## src/rtl/adc_start_pkg.sv

```systemverilog
// Shared types for the ADC start timing controller.
package adc_start_pkg;
    // Acquisition state of the start controller.
    typedef enum logic [1:0] {
        ST_IDLE  = 2'd0,
        ST_ARMED = 2'd1,
        ST_RUN   = 2'd2
    } run_state_t;
endpackage

```

## src/rtl/din_edge_sync.sv

```systemverilog
// Synchronizes a raw asynchronous input through STAGES flops and flags the
// selected edge for one cycle. Assumes pol is quasi-static; a change of pol
// may itself be seen as an edge, so callers disable consumers while changing it.
module din_edge_sync #(
    parameter int STAGES = 2
) (
    input  logic clk,
    input  logic rst_n,
    input  logic din,
    input  logic pol,
    output logic edge_hit
);
    logic [STAGES-1:0] sync_q;
    logic              lvl;
    logic              lvl_q;

    generate
        if (STAGES == 1) begin : g_one
            // Single-stage capture of the raw input.
            always_ff @(posedge clk) begin
                if (!rst_n) sync_q <= '0;
                else        sync_q <= din;
            end
        end else begin : g_chain
            // Shift chain that resolves metastability on the raw input.
            always_ff @(posedge clk) begin
                if (!rst_n) sync_q <= '0;
                else        sync_q <= {sync_q[STAGES-2:0], din};
            end
        end
    endgenerate

    // Normalize polarity so the selected edge is always a rise of lvl.
    assign lvl = sync_q[STAGES-1] ^ pol;

    // Remember last normalized level for edge detection.
    always_ff @(posedge clk) begin
        if (!rst_n) lvl_q <= 1'b0;
        else        lvl_q <= lvl;
    end

    assign edge_hit = lvl & ~lvl_q;
endmodule

```

## src/rtl/period_timer.sv

```systemverilog
// Down-counter that ticks once every div clocks while run is high.
// load restarts the period: the next tick falls exactly div clocks later.
// Assumes div is nonzero whenever run or load is asserted.
module period_timer #(
    parameter int W = 32
) (
    input  logic         clk,
    input  logic         rst_n,
    input  logic         load,
    input  logic         run,
    input  logic [W-1:0] div,
    output logic         tick
);
    logic [W-1:0] cnt_q;
    logic [W-1:0] reload;

    assign reload = div - W'(1);

    // Count down, reloading on load or on reaching zero.
    always_ff @(posedge clk) begin
        if (!rst_n)            cnt_q <= '0;
        else if (load)         cnt_q <= reload;
        else if (run) begin
            if (cnt_q == '0)   cnt_q <= reload;
            else               cnt_q <= cnt_q - W'(1);
        end
    end

    assign tick = run & ~load & (cnt_q == '0);
endmodule

```

## src/rtl/adc_start_ctrl.sv

```systemverilog
// ADC conversion start timing controller. Combines software start writes,
// a periodic divider and a synchronized digital input edge into a registered
// single-cycle start pulse. A control write takes priority over a trigger
// edge and a periodic tick in the same cycle; external-start edges are
// independent and OR into the pulse. Assumes ctl_wr is a one-cycle strobe.
module adc_start_ctrl
    import adc_start_pkg::*;
#(
    parameter int DIV_W       = 32,
    parameter int SYNC_STAGES = 2
) (
    input  logic             clk,
    input  logic             rst_n,
    input  logic             ctl_wr,
    input  logic             ctl_go,
    input  logic [DIV_W-1:0] rate_div,
    input  logic             trig_en,
    input  logic             xstart_en,
    input  logic             edge_pol,
    input  logic             din,
    input  logic             irq_clr,
    output logic             start_pulse,
    output logic             armed,
    output logic             running,
    output logic             irq
);
    run_state_t state_q, state_d;
    logic       pulse_q, pulse_d;
    logic       irq_q, irq_d;
    logic       edge_hit;
    logic       tick;
    logic       div_zero, go_wr, stop_wr;
    logic       trig_hit, xs_hit, load;

    din_edge_sync #(.STAGES(SYNC_STAGES)) u_edge (
        .clk      (clk),
        .rst_n    (rst_n),
        .din      (din),
        .pol      (edge_pol),
        .edge_hit (edge_hit)
    );

    period_timer #(.W(DIV_W)) u_timer (
        .clk   (clk),
        .rst_n (rst_n),
        .load  (load),
        .run   (state_q == ST_RUN),
        .div   (rate_div),
        .tick  (tick)
    );

    // Decode the control write and qualify input edges.
    always_comb begin
        div_zero = (rate_div == '0);
        go_wr    = ctl_wr & ctl_go;
        stop_wr  = ctl_wr & ~ctl_go;
        trig_hit = ~ctl_wr & trig_en & edge_hit & (state_q == ST_ARMED);
        xs_hit   = xstart_en & edge_hit;
        load     = (go_wr & ~div_zero & ~trig_en) | trig_hit;
    end

    // Next acquisition state.
    always_comb begin
        state_d = state_q;
        if (stop_wr) begin
            state_d = ST_IDLE;
        end else if (go_wr) begin
            if (div_zero)     state_d = ST_IDLE;
            else if (trig_en) state_d = ST_ARMED;
            else              state_d = ST_RUN;
        end else begin
            case (state_q)
                ST_ARMED: if (trig_hit) state_d = div_zero ? ST_IDLE : ST_RUN;
                ST_RUN:   if (div_zero) state_d = ST_IDLE;
                default:  state_d = state_q;
            endcase
        end
    end

    // Start pulse sources and sticky interrupt update.
    always_comb begin
        pulse_d = (go_wr & ~(trig_en & ~div_zero))
                | trig_hit
                | (~ctl_wr & (state_q == ST_RUN) & ~div_zero & tick)
                | xs_hit;
        if (trig_hit | xs_hit) irq_d = 1'b1;
        else if (irq_clr)      irq_d = 1'b0;
        else                   irq_d = irq_q;
    end

    // State, pulse and interrupt registers.
    always_ff @(posedge clk) begin
        if (!rst_n) begin
            state_q <= ST_IDLE;
            pulse_q <= 1'b0;
            irq_q   <= 1'b0;
        end else begin
            state_q <= state_d;
            pulse_q <= pulse_d;
            irq_q   <= irq_d;
        end
    end

    assign start_pulse = pulse_q;
    assign armed       = (state_q == ST_ARMED);
    assign running     = (state_q == ST_RUN);
    assign irq         = irq_q;
endmodule

```

## config.mk

```make
export PLATFORM = sky130hd
export DESIGN_NAME = adc_start_ctrl
export DESIGN_NICKNAME = d
export VERILOG_FILES = /design/src/rtl/adc_start_pkg.sv /design/src/rtl/din_edge_sync.sv /design/src/rtl/period_timer.sv /design/src/rtl/adc_start_ctrl.sv
export SDC_FILE = /design/constraint.sdc
export NUM_CORES = 1
export LEC_CHECK = 0
export ABC_AREA = 1
export BUFFER_PORTS_ARGS = -buffer_cell sky130_fd_sc_hd__buf_4
export CAP_MARGIN = 10
export CORE_UTILIZATION = 55
export DETAILED_ROUTE_END_ITERATION = 10
export PLACE_DENSITY = 0.73
export SYNTH_ARGS = -nofsm -noshare
export SYNTH_HDL_FRONTEND = slang
export SYNTH_SLANG_ARGS = --single-unit
export TNS_END_PERCENT = 1
```

## constraint.sdc

```tcl
create_clock -name clk -period 2.4 [get_ports clk]
set_input_delay 0.48 -clock clk [delete_from_list [all_inputs] [get_ports clk]]
set_output_delay 0.48 -clock clk [all_outputs]
set_load 0.01 [all_outputs]
```

==> flow_metrics.py <==
metrics = {
    "status": {
        "outcome": "finished clean",
    },
    "global_routing": {
        "antenna_found_initial": 0,
        "grt_pass1_vias": 4415,
        "top_usage_layer": "met2",
        "use_met3_pct": 5.02,
        "use_met1_pct": 44.2,
        "met2_usage_pct": 57.4,
        "grtUsageTotal_pct": 33.9,
        "grt_remaining_overflow": 0,
        "grt_pass1_wl_mm": 20.3,
        "grt_max_degree": 35,
    },
    "flow_run": {
        "cap_viol_max_count": 0,
    },
    "finish": {
        "fillers": 682,
        "area_delta_synth_final_pct": 14.1,
        "drive_above_1_share_pct": 12.0,
        "multi_input_area_mm2": 0.00272,
        "stdcell_count": 899,
        "diodes": 0,
        "nNetsFinal": 847,
        "regArea_um2": 781,
    },
    "logic_synthesis": {
        "avgSynthCellArea_um2": 5.31,
        "syn-num-nets": 798,
        "synth_seq_cells": 39,
        "synth_area_leaders": "nand2_1, dfxtp_1, nor2_1",
        "netlist_area_mm2": 0.00400,
        "seq_area_frac_synth_pct": 19.5,
        "synth_top_cell_area_share_pct": 22.1,
        "synth_top_area_cell": "nand2_1",
        "netlist_instances": 753,
        "ys.warnings.count": 0,
        "synth_cell_types": 30,
    },
    "place": {
        "numPortBuffers": 44,
        "dpl.hpwl_mm": 10.0,
        "dp_cells": 891,
        "place_congestion": 0.956,
    },
    "die": {
        "ios": 45,
        "fp.dieH_um": 87.3,
        "initial_core_util_pct": 57.9,
        "die_area_mm2": 0.00762,
        "core-area_mm2": 0.00691,
        "die_w_um": 87.3,
        "num_rows": 30,
    },
    "cts": {
        "cts_hold_buf": 0,
        "tritoncts": "built",
        "postCtsSetupBuffers": 0,
        "clockBufferDepth": 2,
        "clk_latency_ns": 0.30,
        "clkTransAtPathRegs_ns": 0.08,
        "numClockSinks": 39,
        "post_cts_resize_count": 0,
        "cts_made_buffers": 5,
        "h-tree-depth": 2,
        "cts_root_buffer": "clkbuf_8",
    },
    "detailed_routing": {
        "drt_iter0_markers": 511,
        "first_pass_iters": 9,
        "drt_wl_total_mm": 12.4,
        "wl_per_cell_um": 13.8,
        "drc": 0,
        "vias": 4809,
        "ant_nets": 0,
        "vias_per_cell": 5.35,
    },
    "sta": {
        "setup-tns-final_ns": 0,
        "drv_slew": 0,
        "post-route-min-period_ns": 2.10,
        "slew_headroom_pct": 63.3,
        "finClkSkew_ns": 0.00840,
        "clock.fmax_mhz": 475,
        "final-hold-violation-count": 0,
        "rsz0062_at_grt": "false",
        "tightestPinTransition_ns": 0.546,
        "setup_viol": 0,
        "final.period_utilization_pct": 87.7,
    },
    "worst_setup_path": {
        "critPathRequiredTime_ns": 2.57,
        "worst_ep_arrival_time_ns": 2.28,
        "start_kind": "input port",
        "criticalPathCategory": "in2reg",
        "crit_fanout": 34,
        "crit_path_end_kind": "flip-flop",
    },
    "power_and_ir_drop": {
        "ir_drop_mv": 0.247,
        "p_leak_nw": 2.40,
        "power.density_mw_per_mm2": 555,
        "total_power_mw": 2.53,
    },
    "worst_hold_path": {
        "worstHoldPathType": "in2reg",
    },
}
## metal layers
layer,vias up,wire length (µm)
met1,2125,5230
li1,2417,-
met4,0,325
met2,228,5720
met5,-,0
met3,39,1100
## worst max-delay path, cell delays in order
cell and delay, ns:
buf_4 0.12, nor2_1 0.18, nand2_1 0.11, nor2_1 0.12, nand2_1 0.10, clkinv_1 0.09
nand2_2 0.10, nand2_4 0.18, nand3_2 0.21, buf_12 0.24, nand2_1 0.10, nor2_1 0.06
nor2_1 0.12, nor2_1 0.05
## registers in the layout, indices dropped and copies added (netlist names)
name and count:
state_q 2, u_edge.sync_q 2, u_edge.lvl_q 1, u_timer.cnt_q 32, irq 1, start_pulse 1
## metrics by stage
stage / hold slack [ns] / cell area, µm² / setup WS [ns] / util [%]
floorplan: 0.390 / 4000 / 0.481 / -
global placement: 0.394 / 4460 / 0.114 / 64.6
detailed placement: 0.439 / 4460 / 0.0573 / 64.6
CTS: 0.372 / 4560 / 0.347 / 66.1
global route: 0.372 / 4560 / 0.0753 / 66.1
finish: 0.365 / 4560 / 0.295 / 66.1
## Yosys cell counts
master      n
a21boi_0    1
a21oi_1    22
and2_1      1
buf_2       5
buf_6       3
clkbuf_1    4
clkinv_1    2
clkinv_2    1
dfxtp_1    39
ha_1        4
inv_1     107
inv_2       4
nand2_1   236
nand2_2     7
nand2_4     1
nand3_1    59
nand3_2     2
nand3_4     1
nand4_1    11
nor2_1    138
nor2_2     13
nor2_4      2
nor3_1      2
nor3_2      1
o21ai_0    49
o21ai_1     3
o21bai_1    1
or2_2       3
xnor2_1    13
xor2_1     18
## cell families (layout without fill, tap and decap cells)
| family | after synthesis | count (layout) | share of synthesized area, % |
|---|---|---|---|
| and+or+nand+nor | 477 | 477 | 50.2 |
| buffers and inverters | 126 | 176 | 12.6 |
| AOI/OAI and AO/OA | 76 | 76 | 9.63 |
| DFF | 39 | 39 | 19.5 |
| xor gates and xnor gates | 31 | 31 | 6.79 |
| adders and majority gates | 4 | 4 | 1.25 |
## area by class of cell
type                       count  share of cell area, %
sequential                    39                   17.1
inverter                     114                   9.40
clock buffer                   8                   2.19
timing repair buffer          54                   9.16
tap                           96                   2.63
multi-input combinational    588                   59.5
## placed cells by master (no fill, tap or decap), types with 2 or more instances in the layout
master	count
a21oi_1	22
buf_4	53
clkbuf_8	7
clkinv_1	2
dfxtp_1	39
ha_1	4
inv_1	107
inv_2	4
nand2_1	236
nand2_2	7
nand3_1	59
nand3_2	2
nand4_1	11
nor2_1	138
nor2_2	13
nor2_4	2
nor3_1	2
o21ai_0	49
o21ai_1	3
or2_2	3
xnor2_1	13
xor2_1	18
## worst paths after layout
check,start,end,slack (ns),cells after the start
worst max-delay path,rate_div[25],u_timer.cnt_q[20],0.30,14
worst min-delay path,din,u_edge.sync_q[0],0.37,3
worst max register to register,u_timer.cnt_q[8],u_timer.cnt_q[5],0.42,12
worst min register to register,u_edge.sync_q[0],u_edge.sync_q[1],0.46,2
## report_power, final
part	total [mW]	internal [mW]	leakage [nW]	switching, mW
sequential	0.784	0.712	0.320	0.0715
clock	0.506	0.263	0.0515	0.243
combinational	1.24	0.435	2.03	0.807
total	2.53	1.41	2.40	1.12
Note: power is estimated with default switching activity, not from simulation.
